## src/rtl/ctx_cfg_pkg.sv

```systemverilog
package ctx_cfg_pkg;

   typedef enum logic [1:0] {
      CMD_NONE = 2'd0,
      CMD_LOAD = 2'd1,
      CMD_DROP = 2'd2,
      CMD_RSVD = 2'd3
   } cfg_cmd_e;

   function automatic int beat_width(input int beats);
      return (beats > 1) ? $clog2(beats) : 1;
   endfunction

endpackage

```

## src/rtl/ctx_cfg_table.sv

```systemverilog
module ctx_cfg_table #(
   parameter int IDX_W = 4
) (
   input  logic                 clk,
   input  logic                 rst_n,
   input  logic                 start_vld,
   input  logic [IDX_W-1:0]     start_idx,
   input  logic                 done_vld,
   input  logic [IDX_W-1:0]     done_idx,
   input  logic                 drop_vld,
   input  logic [IDX_W-1:0]     drop_idx,
   output logic [(1<<IDX_W)-1:0] valid_vec,
   output logic [(1<<IDX_W)-1:0] loading_vec
);

   localparam int ENTRIES = 1 << IDX_W;

   for (genvar e = 0; e < ENTRIES; e++) begin : g_entry
      localparam logic [IDX_W-1:0] MY_IDX = IDX_W'(e);
      logic hit_start, hit_done, hit_drop;

      assign hit_start = start_vld && (start_idx == MY_IDX);
      assign hit_done  = done_vld  && (done_idx  == MY_IDX);
      assign hit_drop  = drop_vld  && (drop_idx  == MY_IDX);

      always_ff @(posedge clk) begin
         if (!rst_n) begin
            valid_vec[e]   <= 1'b0;
            loading_vec[e] <= 1'b0;
         end else if (hit_start) begin
            valid_vec[e]   <= 1'b0;
            loading_vec[e] <= 1'b1;
         end else if (hit_done) begin
            valid_vec[e]   <= 1'b1;
            loading_vec[e] <= 1'b0;
         end else if (hit_drop && !loading_vec[e]) begin
            valid_vec[e]   <= 1'b0;
         end
      end
   end

endmodule

```

## src/rtl/ctx_cfg_loader.sv

```systemverilog
module ctx_cfg_loader #(
   parameter int IDX_W      = 4,
   parameter int CFG_W      = 288,
   parameter int LOAD_BEATS = 8
) (
   input  logic             clk,
   input  logic             rst_n,
   input  logic             take_vld,
   input  logic [IDX_W-1:0] take_idx,
   input  logic             src_valid,
   input  logic [CFG_W-1:0] src_data,
   output logic             out_valid,
   output logic [CFG_W-1:0] out_data,
   output logic [IDX_W-1:0] out_idx,
   output logic             out_last,
   output logic             busy,
   output logic             start_vld,
   output logic [IDX_W-1:0] start_idx,
   output logic             done_vld,
   output logic [IDX_W-1:0] done_idx
);

   localparam int BEAT_W = ctx_cfg_pkg::beat_width(LOAD_BEATS);
   localparam logic [BEAT_W-1:0] LAST_BEAT = BEAT_W'(LOAD_BEATS - 1);

   logic              act_q;
   logic [IDX_W-1:0]  cur_q;
   logic [BEAT_W-1:0] beat_q;
   logic              hold_q;
   logic [IDX_W-1:0]  hold_idx_q;
   logic              beat_fire;
   logic              at_last;

   assign beat_fire = act_q && src_valid;
   assign at_last   = (beat_q == LAST_BEAT);

   assign start_vld = !act_q && (hold_q || take_vld);
   assign start_idx = hold_q ? hold_idx_q : take_idx;
   assign done_vld  = beat_fire && at_last;
   assign done_idx  = cur_q;

   assign out_valid = beat_fire;
   assign out_data  = src_data;
   assign out_idx   = cur_q;
   assign out_last  = act_q && at_last;
   assign busy      = hold_q;

   always_ff @(posedge clk) begin
      if (!rst_n) begin
         act_q      <= 1'b0;
         cur_q      <= '0;
         beat_q     <= '0;
         hold_q     <= 1'b0;
         hold_idx_q <= '0;
      end else begin
         if (start_vld) begin
            act_q  <= 1'b1;
            cur_q  <= start_idx;
            beat_q <= '0;
         end else if (beat_fire) begin
            if (at_last) act_q  <= 1'b0;
            else         beat_q <= beat_q + 1'b1;
         end

         if (start_vld && hold_q) begin
            hold_q <= 1'b0;
         end else if (act_q && take_vld) begin
            hold_q     <= 1'b1;
            hold_idx_q <= take_idx;
         end
      end
   end

endmodule

```

## src/rtl/ctx_cfg_exec.sv

```systemverilog
module ctx_cfg_exec #(
   parameter int CTX_W  = 2,
   parameter int SLOT_W = 2
) (
   input  logic                         clk,
   input  logic                         rst_n,
   input  logic                         req,
   input  logic [CTX_W-1:0]             req_ctx,
   input  logic [SLOT_W-1:0]            req_slot,
   input  logic [(1<<(CTX_W+SLOT_W))-1:0] valid_vec,
   input  logic [(1<<(CTX_W+SLOT_W))-1:0] loading_vec,
   output logic                         go,
   output logic                         stall,
   output logic [CTX_W-1:0]             active_ctx
);

   localparam int IDX_W = CTX_W + SLOT_W;

   logic [IDX_W-1:0] tgt;
   logic             tgt_ready;
   logic             same_ctx;
   logic [CTX_W-1:0] active_q;

   assign tgt       = {req_ctx, req_slot};
   assign tgt_ready = valid_vec[tgt] && !loading_vec[tgt];
   assign same_ctx  = (req_ctx == active_q);

   assign go         = req && tgt_ready && same_ctx;
   assign stall      = req && !go;
   assign active_ctx = active_q;

   always_ff @(posedge clk) begin
      if (!rst_n)
         active_q <= '0;
      else if (req && tgt_ready && !same_ctx)
         active_q <= req_ctx;
   end

endmodule

```

## src/rtl/ctx_cfg_mgr.sv

```systemverilog
module ctx_cfg_mgr #(
   parameter int NUM_CTX    = 4,
   parameter int SLOTS      = 4,
   parameter int CFG_W      = 288,
   parameter int LOAD_BEATS = 8,
   localparam int CTX_W     = $clog2(NUM_CTX),
   localparam int SLOT_W    = $clog2(SLOTS)
) (
   input  logic              clk,
   input  logic              rst_n,
   input  logic [1:0]        cmd_kind,
   input  logic [CTX_W-1:0]  cmd_ctx,
   input  logic [SLOT_W-1:0] cmd_slot,
   input  logic              cfg_src_valid,
   input  logic [CFG_W-1:0]  cfg_src_data,
   output logic              cfg_out_valid,
   output logic [CFG_W-1:0]  cfg_out_data,
   output logic [CTX_W-1:0]  cfg_out_ctx,
   output logic [SLOT_W-1:0] cfg_out_slot,
   output logic              cfg_out_last,
   output logic              busy,
   output logic              set_reject,
   input  logic              exec_req,
   input  logic [CTX_W-1:0]  exec_ctx,
   input  logic [SLOT_W-1:0] exec_slot,
   output logic              exec_go,
   output logic              stall,
   output logic [CTX_W-1:0]  active_ctx
);
   import ctx_cfg_pkg::*;

   localparam int IDX_W   = CTX_W + SLOT_W;
   localparam int ENTRIES = 1 << IDX_W;

   if (NUM_CTX < 2 || (NUM_CTX & (NUM_CTX - 1)) != 0) begin : g_bad_ctx
      $error("NUM_CTX must be a power of two, at least 2");
   end
   if (SLOTS < 2 || (SLOTS & (SLOTS - 1)) != 0) begin : g_bad_slots
      $error("SLOTS must be a power of two, at least 2");
   end
   if (CFG_W < 1 || LOAD_BEATS < 1) begin : g_bad_load
      $error("CFG_W and LOAD_BEATS must be positive");
   end

   cfg_cmd_e         kind;
   logic             is_load;
   logic             take_vld;
   logic [IDX_W-1:0] cmd_idx;
   logic             start_vld, done_vld;
   logic [IDX_W-1:0] start_idx, done_idx, out_idx;
   logic [ENTRIES-1:0] valid_vec, loading_vec;

   assign kind       = cfg_cmd_e'(cmd_kind);
   assign cmd_idx    = {cmd_ctx, cmd_slot};
   assign is_load    = (kind == CMD_LOAD) && !busy;
   assign set_reject = is_load && exec_go && (cmd_ctx == active_ctx);
   assign take_vld   = is_load && !set_reject;

   ctx_cfg_loader #(
      .IDX_W      (IDX_W),
      .CFG_W      (CFG_W),
      .LOAD_BEATS (LOAD_BEATS)
   ) u_loader (
      .clk       (clk),
      .rst_n     (rst_n),
      .take_vld  (take_vld),
      .take_idx  (cmd_idx),
      .src_valid (cfg_src_valid),
      .src_data  (cfg_src_data),
      .out_valid (cfg_out_valid),
      .out_data  (cfg_out_data),
      .out_idx   (out_idx),
      .out_last  (cfg_out_last),
      .busy      (busy),
      .start_vld (start_vld),
      .start_idx (start_idx),
      .done_vld  (done_vld),
      .done_idx  (done_idx)
   );

   assign cfg_out_ctx  = out_idx[IDX_W-1:SLOT_W];
   assign cfg_out_slot = out_idx[SLOT_W-1:0];

   ctx_cfg_table #(
      .IDX_W (IDX_W)
   ) u_table (
      .clk         (clk),
      .rst_n       (rst_n),
      .start_vld   (start_vld),
      .start_idx   (start_idx),
      .done_vld    (done_vld),
      .done_idx    (done_idx),
      .drop_vld    (kind == CMD_DROP),
      .drop_idx    (cmd_idx),
      .valid_vec   (valid_vec),
      .loading_vec (loading_vec)
   );

   ctx_cfg_exec #(
      .CTX_W  (CTX_W),
      .SLOT_W (SLOT_W)
   ) u_exec (
      .clk         (clk),
      .rst_n       (rst_n),
      .req         (exec_req),
      .req_ctx     (exec_ctx),
      .req_slot    (exec_slot),
      .valid_vec   (valid_vec),
      .loading_vec (loading_vec),
      .go          (exec_go),
      .stall       (stall),
      .active_ctx  (active_ctx)
   );

endmodule

```

## config.mk

```make
export PLATFORM = sky130hd
export DESIGN_NAME = ctx_cfg_mgr
export DESIGN_NICKNAME = d
export VERILOG_FILES = /design/src/rtl/ctx_cfg_pkg.sv /design/src/rtl/ctx_cfg_table.sv /design/src/rtl/ctx_cfg_loader.sv /design/src/rtl/ctx_cfg_exec.sv /design/src/rtl/ctx_cfg_mgr.sv
export SDC_FILE = /design/constraint.sdc
export NUM_CORES = 1
export LEC_CHECK = 0
export ABC_AREA = 1
export BUFFER_PORTS_ARGS = -buffer_cell sky130_fd_sc_hd__clkbuf_2
export CAP_MARGIN = 20
export CORE_AREA = 2 2 232 234
export DETAILED_ROUTE_END_ITERATION = 10
export DIE_AREA = 0 0 234 236
export GPL_ROUTABILITY_DRIVEN = 0
export HOLD_SLACK_MARGIN = 0.1
export PLACE_DENSITY = 0.4
export SYNTH_ARGS = -nofsm -noshare
export SYNTH_HDL_FRONTEND = slang
export SYNTH_SLANG_ARGS = --single-unit
```

## constraint.sdc

```tcl
create_clock -name clk -period 1.6 [get_ports clk]
set_input_delay 0.4 -clock clk [delete_from_list [all_inputs] [get_ports clk]]
set_output_delay 0.4 -clock clk [all_outputs]
set_load 0.02 [all_outputs]
```

==> results of run 1 <==
==> layer usage <==
layer	global-route usage, %	share of wire, %
met1	5.62	30
met2	10.1	45
met3	4.76	17
met4	5.16	8.6
met5	0	0
==> placed cells by master (no fill, tap or decap), types with 2 or more instances in the layout <==
cell / count
nor2_4: 2
buf_8: 3
nand2_2: 13
inv_4: 2
nand2_4: 4
and3_1: 2
xor2_1: 2
clkbuf_16: 5
inv_1: 62
dfxtp_2: 13
clkbuf_2: 20
nor3_1: 13
buf_6: 7
o31ai_1: 2
buf_4: 56
clkbuf_4: 2
nand3b_1: 3
inv_2: 10
nand3_1: 28
dfxtp_1: 33
nor2_1: 35
nand4_1: 4
ha_4: 2
o21ai_0: 17
xnor2_1: 2
buf_12: 3
nand3_2: 20
nand2_1: 85
a21oi_2: 2
nand2_8: 2
nand3_4: 5
nor3_2: 3
o21ai_1: 3
a21oi_1: 20
==> metrics by stage <==
stage,TNS [ns],std cells,hold WS (ns),cell area (sq um),worst slack [ns]
floorplan,-0.294,698,0.443,4880,-0.0631
global placement,-16.16,1180,0.457,4120,-0.405
finish,-7.23,1193,0.416,4610,-0.314
CTS,-2.38,1187,0.406,4400,-0.372
global route,-14.06,1193,0.454,4610,-0.445
detailed placement,-18.59,1180,0.459,4120,-0.457
==> cell families after synthesis <==
kind of cell,synth area share [%]
adder cells (fa/ha/maj),0.520
flip-flops,19.5
AO/OA/AOI/OAI,5.35
XOR/XNOR,0.728
buffers and inverters,52.4
AND/OR/NAND/NOR,21.5
==> where the power goes <==
| group | internal (mW) | switching, mW |
|---|---|---|
| registers | 1.20 | 0.0274 |
| clock network | 0.612 | 0.472 |
| logic | 0.216 | 0.346 |
==> repair_timing <==
action,in CTS,in global routing
hold buffers,0,0
gates cloned,0,1
setup buffers,0,5
pin swaps,7,11
resized for setup,48,44
endpoints found under the setup margin,50,49
==> state kept, by name, summed over array words and instances, names as in the netlist <==
signal,count
u_exec.active_ctx,2
u_loader.act_q,1
u_loader.beat_q,3
u_loader.busy,1
u_loader.done_idx,4
u_loader.hold_idx_q,4
u_table.loading_vec,16
u_table.valid_vec,16
==> area by class of cell <==
type	instances	area share, %
multi-input cells	277	35.2
repair buffers	91	15.6
inverters	75	6.37
flip-flops and latches	47	20.8
clock buffers	6	3.01
well taps	696	18.9
clock inverters	1	0.108
==> worst max path at each step <==
stage	from	to	slack, ns	cells after the start
finish	u_table.valid_vec[8]	set_reject	-0.31	11
global route	u_table.loading_vec[0]	set_reject	-0.44	12
CTS	u_table.loading_vec[4]	set_reject	-0.37	12
detailed placement	exec_slot[1]	u_table.valid_vec[0]	-0.46	13
global placement	exec_slot[1]	u_table.valid_vec[1]	-0.41	13
floorplan	exec_slot[1]	set_reject	-0.06	10
==> worst reg2reg max path: stages (launching register included) <==
cell,delay (ns)
dfxtp_1,0.32
inv_2,0.05
nor2_4,0.12
nand2_2,0.07
nand3_2,0.06
nand3_2,0.06
nand3_2,0.10
nand4_4,0.12
buf_4,0.16
o21bai_4,0.17
nand2_4,0.12
buf_6,0.18
nand3_2,0.07
nand3_1,0.07
inv_1,0.07
==> out/results.env, run 1 <==
SYNTH.CELLS.MOST_FREQUENT='buf_4 (288), nand2_1 (101), inv_1 (73)'
MIN_DELAY_PATH_DEPTH=3
CLK_PATH_BUF_DEPTH=2
SYNTH_ASYNC_SR_FLOP_SHARE_PCT=0
DRIVE_GT1_SHARE_PCT=36.6
IO-PIN-COUNT=602
DP.FINAL_HPWL_UM=15700
WORSTPATHBUFFERINVERTERCOUNT=4
MIN_PERIOD_OVER_PERIOD_PCT=120
GRT_SETUP_UNREPAIRED='true'
INSERTION_DELAY_NS=0.30
TIMING.CRITICAL_PATH.ARRIVAL_NS=1.51
R2R-END='u_table.valid_vec[2]'
SETUP_VIOLATIONS=49
DETAILEDROUTE.FIRSTITERATIONVIOLATIONS=132
CELLPOWERDENSITY_nW_PER_UM2=622
LAYOUT.AREA.SEQ_SQ_UM=961
SLEW_HEADROOM_PCT=73.7
NETLIST_AREA_SQ_UM=4810
ANTENNA_VIOLATIONS_BEFORE_REPAIR=1
SYN-MEAN-INSTANCE-AREA_SQ_UM=6.90
ROWS=85
POWER.TOTAL_mW=2.87
TIMING.REG2REG.SETUP_SLACK_NS=-0.19
PATH_CLK_SLEW_NS=0.06
YS_TOP_CELLS_BY_AREA='buf_4 (45%), dfxtp_1 (20%), nand2_1 (7.9%)'
HOLD-PATH-ENDPOINT='u_loader.hold_idx_q[1]'
GRT_PASS1_VIAS=3374
CORE_AREA_SQ_UM=53100
ROUTE.ANTENNA.REMAINING_NETS=0
CTS_TREE='built'
YS_DOMINANT_REG_CELL='dfxtp_1'
FIN_CRIT_NS=1.91
FILLER_INSTANCES=6167
STATUS='finished with violations'
CTS_MADE_BUFFERS=5
SYNTHMOSTINSTANTIATEDCELL='buf_4'
CRITICAL_PATH_CLASS='flip-flop to output pin'
GRT_USE_TOTAL_PCT=6.50
CLOCK_SKEW_NS=0.00667
CRIT_REQUIRED_NS=1.20
START_UTIL_PCT=9.07
PATH_COMMON_CELL='nand3_2'
SYNTH_ENABLE_FLOP_CELLS=0
TIMING.FMAX_MHz=523
SYNTH.LIB_CELLS_USED.DISTINCT=30
MIN_FROM='cmd_slot[1]'
CRIT_PATH_MAX_FO=3
FINAL_WORST_PATH_SETUP_SLACK_NS=-0.314
GLOBAL_ROUTE_WIRE_LENGTH_BEFORE_REPAIR_UM=25000
MAX_SLEW.WORST_PIN.SLEW_NS=0.395
WORSTSETUPSTARTPOINTTYPE='flip-flop'
TIMING.MAX_CAP.VIOLATIONS=0
ROUTE.DETAILED.WL_PER_INST_UM=15.8
SLEW_VIOLATIONS=0
REG2REGPATHDEPTH=14
NUMCLOCKSINKS=47
DRT_PASS1_ITERATIONS=4
DIEAREA_SQ_UM=55200
DETAILROUTE.VIA_COUNT=3288
SYN_TO_FINAL_GROWTH_PCT=-4.18
CELL_CLASS_CONTRIBUTING_THE_BIGGEST_SHARE_OF_WORST_PATH_DELAY='simple AND/OR/NAND/NOR gates'
PORT-BUFFER-COUNT=25
SYNTH_TOP_CELL_AREA_SHARE_PCT=44.9
YOSYSTOPAREACELL='buf_4'
FINAL_CORE_UTILIZATION_PCT=8.69
DRC=0
FINAL_NETS=801
HOLD_PATH.CLASS='primary input to flip-flop'
CRIT_PATH_TOP_DELAY_CELL='dfxtp_1'
GRT_START_MAX_NET_PINS=30
FINALHOLDVIOLATIONS=0
WARNINGS_FROM_YOSYS=0
ANTENNA_CELLS_INSERTED=0
DIE_SPAN_X_UM=234
POSTSYNTHREGISTERBITS=47
DIEHEIGHT_UM=236
CTS.ROOT.BUFFER_CELL='clkbuf_16'
MULTI_INPUT_AREA_SQ_UM=1620
END_KIND='output pin'
CTSHTREEMAXLEVEL=2
GRT_REMAINING_OVERFLOW=0
SYNTH.YOSYS.SEQ_AREA_SHARE_PCT=19.5
SERIES_OF_CELL_INSTANCES_ALONG_THE_CRITICAL_PATH='inv_2 > nor2_4 > nand2_2 > nand3_2 > nand3_2 > nand3_2 > nand4_4 > inv_4 > nand2_4 > inv_4 > buf_8'
SYNTHESIS.NETS=1002
FAILING_CHECKS='setup timing'
SYN-INSTANCE-COUNT=698
STATIC-LEAKAGE-POWER_nW=1.75
VIA_PER_INST=2.76
CP_SLOWEST_STAGE_DELAY_NS=0.32
PEAKVDDDROP_V=0.000312
WORSTREG2REGSTART='u_table.valid_vec[8]'
DRT-TOTAL-WL_UM=18800
Note: power is estimated with default switching activity, not from simulation.
==> inputs of run 2 (changes only) <==
BUFFER_PORTS_ARGS = unset   (was -buffer_cell sky130_fd_sc_hd__clkbuf_2)
CORE_AREA = 2 2 233 235   (was 2 2 232 234)
CTS_CLUSTER_DIAMETER = 60   (was unset)
DIE_AREA = 0 0 235 237   (was 0 0 234 236)
DONT_BUFFER_PORTS = 1   (was unset)
PLACE_DENSITY = 0.3   (was 0.4)
==> out/results.env, run 2 (synthesized netlist as in run 1, its figures left out) <==
PEAKVDDDROP_V=0.000358
LARGESTREGISTERS='u_table.loading_vec x16, u_table.valid_vec x16'
PORT-BUFFER-COUNT=0
ROUTE.ANTENNA.REMAINING_NETS=0
MIN_FROM='cmd_ctx[1]'
GRT_START_MAX_NET_PINS=31
TIMING.REG2REG.SETUP_SLACK_NS=-0.28
INSERTION_DELAY_NS=0.31
GRT_PASS1_VIAS=3363
PATH_CLK_SLEW_NS=0.07
DIE_SPAN_X_UM=235
GRT_SETUP_UNREPAIRED='true'
STATUS='finished with violations'
FINAL_CORE_UTILIZATION_PCT=8.83
MIN_PERIOD_OVER_PERIOD_PCT=122
CRIT_PATH_TOP_DELAY_CELL='dfxtp_1'
CP_SLOWEST_STAGE_DELAY_NS=0.35
WORSTREG2REGSTART='u_table.valid_vec[7]'
ROWS=85
PATH_COMMON_CELL='nand2_2'
CLOCK_SKEW_NS=0.00860
TIMING.MAX_CAP.VIOLATIONS=0
GLOBAL_ROUTE_WIRE_LENGTH_BEFORE_REPAIR_UM=29300
NUMCLOCKSINKS=47
HOLD_PATH.CLASS='primary input to flip-flop'
FAILING_CHECKS='setup timing'
SERIES_OF_CELL_INSTANCES_ALONG_THE_CRITICAL_PATH='nand2_2 > nand2_2 > nand2_2 > nand2_2 > nand3_2 > nand3_2 > nand4_4 > buf_6 > inv_8 > nand2_4 > inv_4'
VIA_PER_INST=2.80
DETAILEDROUTE.FIRSTITERATIONVIOLATIONS=197
CLK_PATH_BUF_DEPTH=2
R2R-END='u_table.loading_vec[2]'
TIMING.SETUP.TNS_NS=-10.93
SETUP_VIOLATIONS=48
CRIT_REQUIRED_NS=1.20
DRIVE_GT1_SHARE_PCT=37.0
MAX_SLEW.WORST_PIN.SLEW_NS=0.441
ANTENNA_CELLS_INSERTED=0
SLEW_VIOLATIONS=0
GRT_USE_TOTAL_PCT=7.70
ANTENNA_VIOLATIONS_BEFORE_REPAIR=0
DIEAREA_SQ_UM=55700
FINAL_NETS=781
CORE_AREA_SQ_UM=53300
CRITICAL_PATH_CLASS='flip-flop to output pin'
DETAILROUTE.VIA_COUNT=3287
CRIT_PATH_MAX_FO=3
WORSTSETUPSTARTPOINTTYPE='flip-flop'
DRT-TOTAL-WL_UM=22400
FINALHOLDVIOLATIONS=0
DIEHEIGHT_UM=237
GRT_REMAINING_OVERFLOW=0
CTSHTREEMAXLEVEL=2
HOLD-PATH-ENDPOINT='u_loader.hold_idx_q[3]'
TIMING.CRITICAL_PATH.ARRIVAL_NS=1.55
MIN_DELAY_PATH_DEPTH=2
SYN_TO_FINAL_GROWTH_PCT=-2.26
CELL_CLASS_CONTRIBUTING_THE_BIGGEST_SHARE_OF_WORST_PATH_DELAY='simple AND/OR/NAND/NOR gates'
STATIC-LEAKAGE-POWER_nW=1.67
END_KIND='output pin'
WORSTPATHBUFFERINVERTERCOUNT=3
CELLPOWERDENSITY_nW_PER_UM2=673
MOST_USED_CELLS_IN_THE_LAYOUT_EXCLUDING_FILL_AND_TAP_CELLS='nand2_1 (82), inv_1 (62), buf_4 (62)'
TIMING.FMAX_MHz=512
CTS.ROOT.BUFFER_CELL='clkbuf_16'
DRC=0
FIN_CRIT_NS=1.95
DP.FINAL_HPWL_UM=18900
ROUTE.DETAILED.WL_PER_INST_UM=19.1
IO-PIN-COUNT=602
CTS_TREE='built'
FINAL_WORST_PATH_SETUP_SLACK_NS=-0.352
REG2REGPATHDEPTH=14
SLEW_HEADROOM_PCT=70.3
START_UTIL_PCT=9.04
POWER.TOTAL_mW=3.16
DRT_PASS1_ITERATIONS=4
CTS_MADE_BUFFERS=5
POST-PLACE-WS_NS=-0.207
LAYOUT_COMMONEST_CELL='nand2_1'
FILLER_INSTANCES=6199
[run 2: stage by stage]
stage / instances / hold WS, ns / instance area (sq um)
after floorplan: 698 / 0.443 / 4880
after global placement: 1162 / 0.465 / 4050
after detailed placement: 1162 / 0.467 / 4050
after CTS: 1173 / 0.224 / 4590
after global routing: 1174 / 0.229 / 4710
final: 1174 / 0.237 / 4710
[run 2: report_power, final]
part           internal (mW)  switching [mW]
sequential              1.20          0.0246
combinational          0.203           0.336
clock                  0.898           0.506
[run 2: cell type report]
type	count	area, sq um	share of cell area [%]
clock inverters	2	60.1	1.28
clock buffers	6	129	2.74
multi-input cells	276	1760	37.5
flip-flops and latches	47	958	20.4
well taps	696	871	18.5
repair buffers	72	621	13.2
inverters	75	304	6.46
[run 2: worst max-delay path by stage]
stage	start	end	cells after the start
5_1_grt	u_table.valid_vec[3]	set_reject	11
4_1_cts	u_table.loading_vec[2]	set_reject	12
3_5_place_dp	u_loader.beat_q[0]	u_table.valid_vec[6]	11
3_3_place_gp	u_loader.beat_q[1]	u_table.valid_vec[10]	11
2_1_floorplan	exec_slot[1]	set_reject	10
6_report	u_table.valid_vec[7]	set_reject	11
[run 2: timing repair]
action,4_1_cts,5_1_grt
pin swaps,11,17
cloned,1,0
buffers inserted,3,2
resized for setup,76,35
hold buffers,0,0
endpoints found under the setup margin,50,49
[run 2: routing by layer]
metal,track usage (%),wire length [um],part of all wire (%),vias up
met5,0.606,44,0.20,-
met4,2.86,827,3.7,2
met3,6.92,4220,19,82
met2,13.2,11100,49,286
met1,6.15,6240,28,1480
li1,-,-,-,1437
[run 2: worst reg2reg max path, delay by kind of cell (launching register included)]
family,cells,cell delay (ns)
flops,1,0.35
simple gates,9,0.79
buf+inv,3,0.44
compound gates,2,0.19
==> inputs of run 3 (changes only) <==
BUFFER_PORTS_ARGS = -buffer_cell sky130_fd_sc_hd__clkbuf_2   (was unset)
CORE_AREA = 2 2 232 234   (was 2 2 233 235)
DIE_AREA = 0 0 234 236   (was 0 0 235 237)
DONT_BUFFER_PORTS = unset   (was 1)
MAX_ROUTING_LAYER = met4   (was unset)
PLACE_DENSITY = 0.4   (was 0.3)
SETUP_SLACK_MARGIN = 0.2   (was unset)
==> out/results.env, run 3 (synthesized netlist as in run 1, its figures left out) <==
GLOBAL_ROUTE_WIRE_LENGTH_BEFORE_REPAIR_UM=26000
WORSTSETUPSTARTPOINTTYPE='primary input'
FINAL_NETS=798
TIMING.CRITICAL_PATH.ARRIVAL_NS=1.55
DIE_SPAN_X_UM=234
TIMING.FMAX_MHz=514
DRT-TOTAL-WL_UM=20000
DIEAREA_SQ_UM=55200
FINAL_WORST_PATH_SETUP_SLACK_NS=-0.345
FIN_CRIT_NS=1.95
SLEW_VIOLATIONS=0
DESIGN_INTERNAL_POWER_mW=2.00
MAX_SLEW.WORST_PIN.SLEW_NS=0.384
CRIT_PATH_MAX_FO=9
SLEW_HEADROOM_PCT=74.4
PEAKVDDDROP_V=0.000339
PATH_CLK_SLEW_NS=0.06
ROWS=85
STATIC-LEAKAGE-POWER_nW=1.72
REG2REGPATHDEPTH=13
STATUS='finished with violations'
START_UTIL_PCT=9.07
VIA_PER_INST=2.80
CLK_PWR_SHARE_PCT=36.9
LARGESTREGISTERS='u_table.loading_vec x16, u_table.valid_vec x16'
TIMING.REG2REG.SETUP_SLACK_NS=-0.23
GRT_REMAINING_OVERFLOW=0
MOST_USED_CELLS_IN_THE_LAYOUT_EXCLUDING_FILL_AND_TAP_CELLS='nand2_1 (93), inv_1 (67), buf_4 (56)'
MIN_FROM='cmd_slot[1]'
TIMING.MAX_CAP.VIOLATIONS=0
SETUP_VIOLATIONS=48
ANTENNA_VIOLATIONS_BEFORE_REPAIR=2
POWER_SWITCHING_uW=843
CLK_PATH_BUF_DEPTH=2
NUMCLOCKSINKS=47
MIN_PERIOD_OVER_PERIOD_PCT=122
SHARE_COMB_OF_TOTAL_POWER_PCT=20.0
DRT_PASS1_ITERATIONS=4
GRT_USE_TOTAL_PCT=7.07
CORE_AREA_SQ_UM=53100
DRIVE_GT1_SHARE_PCT=33.3
HOLD_PATH.CLASS='primary input to flip-flop'
SYN_TO_FINAL_GROWTH_PCT=-4.94
MIN_DELAY_PATH_DEPTH=4
GRT_PASS1_VIAS=3313
POST-PLACE-WS_NS=-0.515
END_KIND='output pin'
DETAILEDROUTE.FIRSTITERATIONVIOLATIONS=163
CRIT_REQUIRED_NS=1.20
CTS.ROOT.BUFFER_CELL='clkbuf_16'
CTSHTREEMAXLEVEL=2
FINALHOLDVIOLATIONS=0
IO-PIN-COUNT=602
ROUTE.ANTENNA.REMAINING_NETS=0
CTS_MADE_BUFFERS=5
DETAILROUTE.VIA_COUNT=3335
CRITICAL_PATH_CLASS='primary input to output pin'
GRT_SETUP_UNREPAIRED='true'
GRT_START_MAX_NET_PINS=30
INSERTION_DELAY_NS=0.29
PORT-BUFFER-COUNT=25
LAYOUT_COMMONEST_CELL='nand2_1'
SWITCHING_SHARE_OF_POWER_PCT=29.7
ROUTE.DETAILED.WL_PER_INST_UM=16.8
CELLPOWERDENSITY_nW_PER_UM2=621
WORSTREG2REGSTART='u_table.loading_vec[3]'
FINAL_CORE_UTILIZATION_PCT=8.62
CTS_TREE='built'
R2R-END='u_loader.beat_q[1]'
DRC=0
CLOCK_SKEW_NS=0.00696
HOLD-PATH-ENDPOINT='u_loader.hold_idx_q[1]'
DP.FINAL_HPWL_UM=17200
FAILING_CHECKS='setup timing'
CTS.HOLD.BUFFERS_ADDED=0
DIEHEIGHT_UM=236
SEQ_POWER_SHARE_PCT=43.1
==> run 3: cell types whose count changed in the layout (fill, tap and decap cells not counted), moves of 3 or more <==
cell	delta
a21oi_1	+3
buf_8	+3
nand3_1	+9
nand3_4	-13
nand3_2	+4
clkbuf_4	+4
a21oi_2	-3
buf_4	-6
inv_2	-4
inv_1	+5
clkbuf_2	+14
nand2_2	-11
nand2_1	+11
==> run 3: what timing repair did <==
action	in CTS	in global routing
cloned	1	0
setup buffers	3	2
resized for setup	61	23
endpoints found under the setup margin	57	56
pin swaps	11	12
==> run 3: layer usage <==
metal  GRT usage (%)  wire (um)
met5               -          0
met4            4.39       1400
met3            5.71       3860
met2            11.3       9380
met1            5.44       5390
==> run 3: critical path, cell delays in order <==
cell and delay [ns]:
clkbuf_4 0.20, inv_8 0.10, nand3b_1 0.08, nand3_1 0.09, nand3_1 0.12, nand3_4 0.12
nand4_4 0.12, inv_4 0.10, nand2_4 0.06, inv_4 0.06, buf_8 0.10
==> run 3: area by class of cell <==
type | instances | area, sq um
Inverter | 75 | 294
Fill cell | 6167 | 48500
Sequential cell | 47 | 961
Antenna cell | 2 | 5.00
Timing Repair Buffer | 89 | 733
Clock inverter | 2 | 12.5
Clock buffer | 6 | 129
Tap cell | 696 | 871
Multi-Input combinational cell | 276 | 1570
==> run 3: through the flow <==
stage	cells	setup TNS, ns	power, mW	hold slack (ns)	cell area [sq um]
2_1_floorplan	698	-0.294	2.55	0.443	4880
3_3_place_gp	1177	-21.53	1.75	0.455	4090
3_5_place_dp	1177	-22.30	1.75	0.458	4090
4_1_cts	1189	-10.32	2.88	0.474	4500
5_1_grt	1192	-13.87	2.98	0.510	4570
6_report	1193	-8.47	2.84	0.478	4580
==> run 3: worst max path at each step <==
stage,end,start,slack (ns),depth (start not counted)
finish,set_reject,exec_slot[1],-0.35,11
floorplan,set_reject,exec_slot[1],-0.06,10
detailed placement,u_table.valid_vec[3],exec_slot[1],-0.52,13
global placement,u_table.valid_vec[3],exec_slot[1],-0.51,13
global route,set_reject,u_table.valid_vec[3],-0.44,11
CTS,set_reject,u_table.valid_vec[3],-0.41,11
==> run 3: power by group through the flow <==
| stage | clock, mW | sequential [mW] | combinational (mW) |
|---|---|---|---|
| floorplan | 0 | 1.26 | 1.30 |
| global placement | 0 | 1.25 | 0.503 |
| detailed placement | 0 | 1.25 | 0.503 |
| CTS | 1.09 | 1.22 | 0.567 |
| global route | 1.13 | 1.23 | 0.621 |
| finish | 1.05 | 1.22 | 0.569 |
